`src/rtl/mvacc_pkg.sv`:
```
package mvacc_pkg;

  localparam int unsigned FLD_W     = 4;
  localparam int unsigned OFF_W     = 3;
  localparam int unsigned SEL_W     = 2;
  localparam int unsigned XREG_W    = 32;
  localparam int unsigned REG_IDX_W = 5;
  localparam int unsigned STEP_W    = 2;

  // Base registers sit at indices 8..11: fixed upper bits, selector below.
  localparam logic [REG_IDX_W-SEL_W-1:0] SEL_PREFIX = 3'b010;

  typedef enum logic [2:0] {
    ST_IDLE,
    ST_ISSUE,
    ST_WAIT,
    ST_WRITE,
    ST_FIN
  } seq_state_e;

  // Captured per-operation context.
  typedef struct packed {
    logic [STEP_W-1:0]    last;
    logic [REG_IDX_W-1:0] a_base;
    logic [REG_IDX_W-1:0] b_base;
  } op_ctx_t;

  // Group base register index: pairs are aligned to 2, quads to 4.
  function automatic logic [REG_IDX_W-1:0] grp_base(input logic quad,
                                                    input logic [FLD_W-1:0] fld);
    if (quad) grp_base = {fld[FLD_W-2:0], 2'b00};
    else      grp_base = {fld, 1'b0};
  endfunction

endpackage

```
`src/rtl/mvacc_rst_sync.sv`:
```
module mvacc_rst_sync #(
  parameter int unsigned STAGES = 2
) (
  input  logic clk,
  input  logic rst_n,
  output logic rst_n_sync
);

  logic [STAGES-1:0] sh_q;

  // Assert at once, release after STAGES clock edges (STAGES >= 2).
  always_ff @(posedge clk or negedge rst_n) begin
    if (!rst_n) sh_q <= '0;
    else        sh_q <= {sh_q[STAGES-2:0], 1'b1};
  end

  assign rst_n_sync = sh_q[STAGES-1];

endmodule

```
`src/rtl/mvacc_rowgen.sv`:
```
module mvacc_rowgen #(
  parameter int unsigned ROWS = 32,
  localparam int unsigned RW  = $clog2(ROWS)
) (
  input  logic          quad_i,
  input  logic [31:0]   base_val_i,
  input  logic [2:0]    off_i,
  output logic [RW-1:0] stride_o,
  output logic [RW-1:0] first_row_o
);

  localparam logic [RW-1:0] STRIDE_PAIR = RW'(ROWS / 2);
  localparam logic [RW-1:0] STRIDE_QUAD = RW'(ROWS / 4);

  logic [RW-1:0] mask;

  always_comb begin
    stride_o = quad_i ? STRIDE_QUAD : STRIDE_PAIR;
    mask     = stride_o - RW'(1);
    // Stride is a power of two: modulo keeps the low bits of the wrapped sum.
    first_row_o = RW'((base_val_i + 32'(off_i)) & 32'(mask));
  end

endmodule

```
`src/rtl/mvacc_ctrl.sv`:
```
module mvacc_ctrl
  import mvacc_pkg::*;
#(
  parameter int unsigned DW = 256,
  parameter int unsigned RW = 5
) (
  input  logic                 clk,
  input  logic                 rst_n,
  input  logic                 feat_en_i,
  input  logic                 start_i,
  input  op_ctx_t              ctx_i,
  input  logic [RW-1:0]        stride_i,
  input  logic [RW-1:0]        first_row_i,
  input  logic                 dp_valid_i,
  input  logic [DW-1:0]        dp_result_i,
  output logic                 vrd_en_o,
  output logic [REG_IDX_W-1:0] vrd_a_o,
  output logic [REG_IDX_W-1:0] vrd_b_o,
  output logic                 acc_rd_en_o,
  output logic                 acc_wr_en_o,
  output logic [RW-1:0]        acc_row_o,
  output logic [DW-1:0]        acc_wdata_o,
  output logic                 busy_o,
  output logic                 done_o,
  output logic                 undef_o
);

  seq_state_e          state_q, state_d;
  logic [STEP_W-1:0]   step_q, step_d;
  logic [RW-1:0]       row_q, row_d;
  logic [RW-1:0]       stride_q;
  op_ctx_t             ctx_q;
  logic                undef_q, undef_d;
  logic                cap_en;
  logic                res_en;
  logic [DW-1:0]       res_q;

  // Next-state logic
  always_comb begin
    state_d = state_q;
    step_d  = step_q;
    row_d   = row_q;
    undef_d = 1'b0;
    cap_en  = 1'b0;
    res_en  = 1'b0;
    case (state_q)
      ST_IDLE: begin
        if (start_i) begin
          if (feat_en_i) begin
            state_d = ST_ISSUE;
            cap_en  = 1'b1;
            step_d  = '0;
            row_d   = first_row_i;
          end else begin
            undef_d = 1'b1;
          end
        end
      end
      ST_ISSUE: state_d = ST_WAIT;
      ST_WAIT: begin
        if (dp_valid_i) begin
          res_en  = 1'b1;
          state_d = ST_WRITE;
        end
      end
      ST_WRITE: begin
        if (step_q == ctx_q.last) begin
          state_d = ST_FIN;
        end else begin
          state_d = ST_ISSUE;
          step_d  = STEP_W'(step_q + STEP_W'(1));
          row_d   = RW'(row_q + stride_q);
        end
      end
      ST_FIN:  state_d = ST_IDLE;
      default: state_d = ST_IDLE;
    endcase
  end

  // Control registers
  always_ff @(posedge clk or negedge rst_n) begin
    if (!rst_n) begin
      state_q  <= ST_IDLE;
      step_q   <= '0;
      row_q    <= '0;
      undef_q  <= 1'b0;
      stride_q <= '0;
      ctx_q    <= '0;
    end else begin
      state_q <= state_d;
      step_q  <= step_d;
      row_q   <= row_d;
      undef_q <= undef_d;
      if (cap_en) begin
        stride_q <= stride_i;
        ctx_q    <= ctx_i;
      end
    end
  end

  // Result holding register: datapath only, no reset.
  always_ff @(posedge clk) begin
    if (res_en) res_q <= dp_result_i;
  end

  // Moore outputs
  always_comb begin
    vrd_en_o    = (state_q == ST_ISSUE);
    acc_rd_en_o = (state_q == ST_ISSUE);
    acc_wr_en_o = (state_q == ST_WRITE);
    done_o      = (state_q == ST_FIN);
    busy_o      = (state_q != ST_IDLE);
    undef_o     = undef_q;
    vrd_a_o     = REG_IDX_W'(ctx_q.a_base + REG_IDX_W'(step_q));
    vrd_b_o     = REG_IDX_W'(ctx_q.b_base + REG_IDX_W'(step_q));
    acc_row_o   = row_q;
    acc_wdata_o = res_q;
  end

endmodule

```
`src/rtl/mvacc_seq.sv`:
```
module mvacc_seq
  import mvacc_pkg::*;
#(
  parameter int unsigned VL_BITS = 256,
  localparam int unsigned ROWS   = VL_BITS / 8,
  localparam int unsigned RW     = $clog2(ROWS)
) (
  input  logic                 clk,
  input  logic                 rst_n,
  input  logic                 feat_en_i,
  input  logic                 start_i,
  input  logic                 quad_i,
  input  logic [FLD_W-1:0]     src_a_fld_i,
  input  logic [FLD_W-1:0]     src_b_fld_i,
  input  logic [SEL_W-1:0]     sel_i,
  input  logic [OFF_W-1:0]     off_i,
  input  logic [XREG_W-1:0]    base_val_i,
  output logic [REG_IDX_W-1:0] base_idx_o,
  output logic                 vrd_en_o,
  output logic [REG_IDX_W-1:0] vrd_a_o,
  output logic [REG_IDX_W-1:0] vrd_b_o,
  output logic                 acc_rd_en_o,
  output logic                 acc_wr_en_o,
  output logic [RW-1:0]        acc_row_o,
  output logic [VL_BITS-1:0]   acc_wdata_o,
  input  logic                 dp_valid_i,
  input  logic [VL_BITS-1:0]   dp_result_i,
  output logic                 busy_o,
  output logic                 done_o,
  output logic                 undef_o
);

  logic          rst_n_int;
  logic [RW-1:0] stride;
  logic [RW-1:0] first_row;
  op_ctx_t       ctx;

  assign base_idx_o = {SEL_PREFIX, sel_i};

  always_comb begin
    ctx.last   = quad_i ? STEP_W'(3) : STEP_W'(1);
    ctx.a_base = grp_base(quad_i, src_a_fld_i);
    ctx.b_base = grp_base(quad_i, src_b_fld_i);
  end

  mvacc_rst_sync #(.STAGES(2)) u_rst_sync (
    .clk        (clk),
    .rst_n      (rst_n),
    .rst_n_sync (rst_n_int)
  );

  mvacc_rowgen #(.ROWS(ROWS)) u_rowgen (
    .quad_i      (quad_i),
    .base_val_i  (base_val_i),
    .off_i       (off_i),
    .stride_o    (stride),
    .first_row_o (first_row)
  );

  mvacc_ctrl #(.DW(VL_BITS), .RW(RW)) u_ctrl (
    .clk         (clk),
    .rst_n       (rst_n_int),
    .feat_en_i   (feat_en_i),
    .start_i     (start_i),
    .ctx_i       (ctx),
    .stride_i    (stride),
    .first_row_i (first_row),
    .dp_valid_i  (dp_valid_i),
    .dp_result_i (dp_result_i),
    .vrd_en_o    (vrd_en_o),
    .vrd_a_o     (vrd_a_o),
    .vrd_b_o     (vrd_b_o),
    .acc_rd_en_o (acc_rd_en_o),
    .acc_wr_en_o (acc_wr_en_o),
    .acc_row_o   (acc_row_o),
    .acc_wdata_o (acc_wdata_o),
    .busy_o      (busy_o),
    .done_o      (done_o),
    .undef_o     (undef_o)
  );

endmodule

```
`config.mk`:
```
export PLATFORM = sky130hd
export DESIGN_NAME = mvacc_seq
export DESIGN_NICKNAME = d
export VERILOG_FILES = /design/src/rtl/mvacc_pkg.sv /design/src/rtl/mvacc_rst_sync.sv /design/src/rtl/mvacc_rowgen.sv /design/src/rtl/mvacc_ctrl.sv /design/src/rtl/mvacc_seq.sv
export SDC_FILE = /design/constraint.sdc
export NUM_CORES = 1
export LEC_CHECK = 0
export BUFFER_PORTS_ARGS = -buffer_cell sky130_fd_sc_hd__buf_2
export CAP_MARGIN = 20
export CORE_AREA = 4 4 227 229
export DETAILED_ROUTE_END_ITERATION = 6
export DIE_AREA = 0 0 231 233
export HOLD_SLACK_MARGIN = 0.06
export SYNTH_ARGS = -nofsm -noshare
export SYNTH_HDL_FRONTEND = slang
export SYNTH_SLANG_ARGS = --single-unit
```
`constraint.sdc`:
```
create_clock -name clk -period 2.4 [get_ports clk]
set_input_delay 0.12 -clock clk [delete_from_list [all_inputs] [get_ports clk]]
set_output_delay 0.12 -clock clk [all_outputs]
set_load 0.02 [all_outputs]
```
-- Word level (Yosys, flattened, before mapping)
Index checks and enable logic that the tools add are counted.
- bits in registers: 286
- bits in latches: 0
- memory bits (writable): 0
- memory bits (read-only): 0
- memories: 0
- add/sub/neg operators: 6
- multiply operators: 0
- div/mod/pow operators: 0
- order comparisons: 0
- equal/unequal tests: 9
- shift operators: 0
- muxes and demuxes: 25
- bitwise gates (word level): 1
- reductions and logical operators: 5
- operators with widths (operator ; number):
    two-way mux 5 bit ; 6
    two-way mux 3 bit ; 4
    one-hot mux 3 bit (4 select lines) ; 1
    adder 5 x 2 -> 5 bit ; 2
    one-hot mux 5 bit (2 select lines) ; 1
    two-way mux 1 bit ; 8
    two-way mux 2 bit ; 4
    != test 2 bit (second input constant) ; 4
    equality test 3 x 2 -> 1 bit (second input constant) ; 2
    adder 5 x 3 -> 5 bit ; 1
    adder 5 bit ; 1
    AND 5 bit ; 1
    subtractor 5 x 1 -> 5 bit (second input constant) ; 1
    one-hot mux 2 bit (2 select lines) ; 1
    AND reduction 4 bit ; 1
    equality test 3 x 1 -> 1 bit (second input constant) ; 1
    equality test 3 bit (second input constant) ; 1
    zero test 3 bit ; 1
    AND reduction 3 bit ; 1
    nonzero test 3 bit ; 1
    adder 2 x 1 -> 2 bit (second input constant) ; 1
    equality test 2 bit ; 1
    nonzero test 2 bit ; 1

-- Depth between registers and ports, before layout
- depth after elaboration: 6
- depth in mapped cells: 6
- mapped depth without buffers: 5

-- Hierarchy
From an unflattened synthesis, not the netlist that was laid out.
- cell total of the unflattened synthesis: 427
- area, all modules: 9668.0 um^2
- by module, submodules not included (module ; times used ; cells an instance ; area each (um^2)):
    mvacc_ctrl ; 1 ; 387 ; 9282.7
    mvacc_rowgen ; 1 ; 21 ; 167.7
    mvacc_seq ; 1 ; 16 ; 163.9
    mvacc_rst_sync ; 1 ; 3 ; 53.8

-- Least setup slack after synthesis
No wires, ideal clock.
- path kind: register to register
- start: reg u_ctrl.state_q[0]
- end: reg u_ctrl.res_q[0], in the netlist u_ctrl.acc_wdata_o[0], enable pin
- data arrival time: 4.050 ns
- slack: -2.177 ns
- cell stages (with the launch flop): 3
- path buffers: 1
- period minus slack after synthesis: 4.577 ns
- path through: dfrtp_1 -> buf_6 -> and4bb_2
- longest elaborated chain between the ends: 2
- RTL lines (what ; line ; source):
    from (decl) ; mvacc_ctrl.sv:28 ; seq_state_e state_q, state_d;
    from (signal assigned) ; mvacc_ctrl.sv:90 ; state_q <= state_d;
    equality test 3 x 2 -> 1 bit ; mvacc_ctrl.sv:46 ; case (state_q)
    two-way mux 1 bit ; mvacc_ctrl.sv:46 ;
    net u_ctrl.res_en ; mvacc_ctrl.sv:35 ; logic res_en;
    to (signal assigned) ; mvacc_ctrl.sv:103 ; if (res_en) res_q <= dp_result_i;
    to (decl) ; mvacc_ctrl.sv:36 ; logic [DW-1:0] res_q;
The timed path passes the listed nets, and every way through them passes these cells.
A chain may end at the register's enable or synchronous reset.

-- Worst setup path in the final report
- start: reg u_ctrl.step_q[1]
- end: out vrd_b_o[3]
- longest elaborated chain between the ends: 1
- RTL lines (what ; line ; source):
    from (decl) ; mvacc_ctrl.sv:29 ; logic [STEP_W-1:0] step_q, step_d;
    from (signal assigned) ; mvacc_ctrl.sv:91 ; step_q <= step_d;
    adder 5 x 2 -> 5 bit ; mvacc_ctrl.sv:115 ; vrd_b_o = REG_IDX_W'(ctx_q.b_base + REG_IDX_W'(step_q));
    to (decl) ; mvacc_seq.sv:21 ; output logic [REG_IDX_W-1:0] vrd_b_o,
Every way passes these cells.

==> results_dict.tcl <==
set metrics [dict create \
    timing.hold.ws_ps 162 \
    clk-insertion-delay-late_ps 560 \
    synth_flop_cell "edfxtp_1" \
    grt-ovfl-total 0 \
    timing.rr.start "u_ctrl.state_q[0]" \
    cts.htree.levels 1 \
    worst_pin_slew_ps 886 \
    gp_congestion 0.795 \
    grt_pass1_wl_um 47800 \
    die_w_um 231 \
    cp.required_ps 2280 \
    cts_sinks 280 \
    yosysWarnings 0 \
    synth-seq-cells 280 \
    firstDrtPassIters 6 \
    cp_slowest_cell "dfrtp_1" \
    syn_to_final_growth_pct 82.9 \
    ys_seq_area_share_pct 91.2 \
    p_clk_share_pct 28.1 \
    synthTopCellsByArea "edfxtp_1, dfrtp_1, ha_1, nand2_1, mux2i_1" \
    peakVddDrop_mv 0.632 \
    critPathMaxFanout 6 \
    detail-route-antenna-nets 0 \
    path_class "reg -> out" \
    ys_types 37 \
    async_flop_share_pct 8.57 \
    cts_buffers 31 \
    grt_pass1_vias 7834 \
    die_area_mm2 0.0538 \
    final_area_mm2 0.0166 \
    wl_um 34400 \
    path_delay_family "flip-flops" \
    vias 7042 \
    syn_area_per_cell_um2 23.1 \
    combPwrFrac_pct 27.0 \
    ctsLongestPathBuffers 3 \
    grt_max_degree 54 \
    tritoncts "yes" \
    num_rows 82 \
    seq_power_share_pct 44.9 \
    synth-edff-count 256 \
    status "complete, no violations" \
    via_per_inst 3.57 \
    wl_per_cell_um 17.4 \
    crit_chain "ha_1 -> ha_1 -> xor2_1 -> buf_2" \
    min-delay-start "off_i[1]" \
    fmax_mhz 512 \
    synthTopCellsByCount "edfxtp_1, dfrtp_1, nand2_1" \
    synth_most_common_cell "edfxtp_1" \
    slew_headroom_pct 40.9 \
    place_area_mm2 0.0128 \
    finish.utilization_pct 33.5 \
    drv_cap 0 \
    start_util_pct 18.3 \
    cp-end-kind "output port" \
    syn_area_mm2 0.00909 \
    rsz0062_at_grt "false" \
    critPathLaunch "u_ctrl.step_q[1]" \
    dp_slack_ps 573 \
    setup_ws_ps 447 \
    power_density_mw_per_mm2 938 \
    drc 0 \
    synth_area_leader_cell "edfxtp_1" \
    cpPeakStageDelay_ps 460 \
    cts_resized 0 \
    io_pins 589 \
    slew_violations 0 \
    power.switching_w 0.00498 \
    synth_top_area_share_pct 84.6 \
    fp.dieH_um 233 \
    min_path_type "in -> reg" \
    swShare_pct 31.9 \
    clock-root-buffer "clkbuf_16" \
    cp_num_buf_inv 1 \
    drive_gt1_share_pct 47.5 \
    post-route-period-util_pct 81.4 \
    hold_violations 0 \
    cp.arrival_ps 1830 \
    grt_antenna_before_repair 8 \
    setup_viol 0 \
    hpwlAfterDp_um 25300 \
    rrSetupSlack_ps 500 \
    port_buffers 553 \
    fillCellCount 4808 \
    synth_cells 393 \
    grtUsageTotal_pct 11.8 \
    internal_power_w 0.0106 \
    worstSetupStartpointType "flip-flop" \
    nets 1588 \
    critPathMostFrequentCell "ha_1" \
    period_needed_ps 1950 \
    clk_pin_slew_worst_paths_ps 60 \
    first_iter_violations 238 \
    leakage_nw 6.95 \
    core-area_mm2 0.0497 \
    fin_skew_ps 8.48 \
]
[what timing repair did]
item | CTS | global route
endpoints found under the hold margin | 275 | 0
hold buffers | 289 | 0
setup buffers | 0 | 0
[power by group through the flow]
stage	sequential (W)	combinational [W]	clock [W]
6_report	0.00700	0.00421	0.00439
5_1_grt	0.00710	0.00452	0.00476
4_1_cts	0.00701	0.00427	0.00454
3_5_place_dp	0.00710	0.00383	0
3_3_place_gp	0.00706	0.00380	0
2_1_floorplan	0.00814	0.00112	0
[cell usage in the layout, fill, tap and decap left out, types with 2 or more instances in the layout]
cell type        n
diode_2          6
nor2_1           3
o21ai_1          7
clkbuf_1        12
inv_1            5
dlygate4sd3_1  289
clkinv_1         6
a21oi_1          4
buf_2          553
xnor2_1          6
buf_4           11
xor2_1           3
clkbuf_16       31
nand3b_1         3
nand2_1         21
nor3b_1          3
and3_1           2
o21ai_0          4
nand3_1          6
ha_1             8
clkinv_4         2
dfrtp_1         24
conb_1           4
buf_12           5
clkinvlp_4       3
edfxtp_1       256
mux2i_1          6
[tightest hold or removal path, delay by kind of cell]
family          cells  cell delay, ps
compound gates      1             140
fa+ha+maj           1             190
xor+xnor            1              60
buf+inv             2             180
[through the flow]
step                      total power [W]  cells  TNS (ps)
after floorplan                   0.00926    395   -199250
after detailed placement           0.0109   1622         0
after CTS                          0.0158   1968         0
final                              0.0156   1974         0
after global placement             0.0109   1622         0
after global routing               0.0164   1974         0
[cell type report]
cell class	instances	area (um^2)	share of cell area (%)
multi-input cells	96	688	4.14
diodes	6	15.0	0.0903
inverters	5	18.8	0.113
repair buffers	858	5840	35.1
well taps	672	841	5.06
flip-flops and latches	280	8290	49.8
clock inverters	13	97.6	0.587
clock buffers	44	835	5.02
[registers in the layout (all words and copies together) (netlist names)]
name,flops
u_ctrl.acc_row_o,5
u_ctrl.undef_o,1
u_rst_sync.sh_q,2
u_ctrl.acc_wdata_o,256
u_ctrl.state_q,3
u_ctrl.step_q,2
u_ctrl.stride_q,2
u_ctrl.ctx_q,9
[logic make-up (layout without fill, tap and decap cells)]
group / after synthesis / count (layout) / synth area share [%]
compound gates: 22 / 22 / 1.62
flops: 280 / 280 / 91.2
fa+ha+maj: 9 / 9 / 1.32
buf+inv: 19 / 920 / 1.39
xor+xnor: 9 / 9 / 0.867
simple gates: 46 / 46 / 2.89
other cells: 2 / 10 / 0.0826
mux: 6 / 6 / 0.661
[routing by layer]
metal,up-vias,part of all wire [%],GRT usage [%]
met4,2,3.1,4.00
li1,3274,-,-
met5,-,0.035,0
met3,72,10,4.47
met2,345,51,21.1
met1,3349,36,12.8
[path summary, 6_finish.rpt]
kind | cells past startpoint | to
max | 4 | vrd_b_o[3]
min | 5 | u_ctrl.acc_row_o[2]
max reg2reg | 5 | u_ctrl.ctx_q[1]
min reg2reg | 0 | u_rst_sync.sh_q[1]
max in group asynchronous | 0 | u_ctrl.ctx_q[2]
min in group asynchronous | 0 | u_ctrl.ctx_q[9]
No activity file was read; power rests on OpenSTA's default activity.
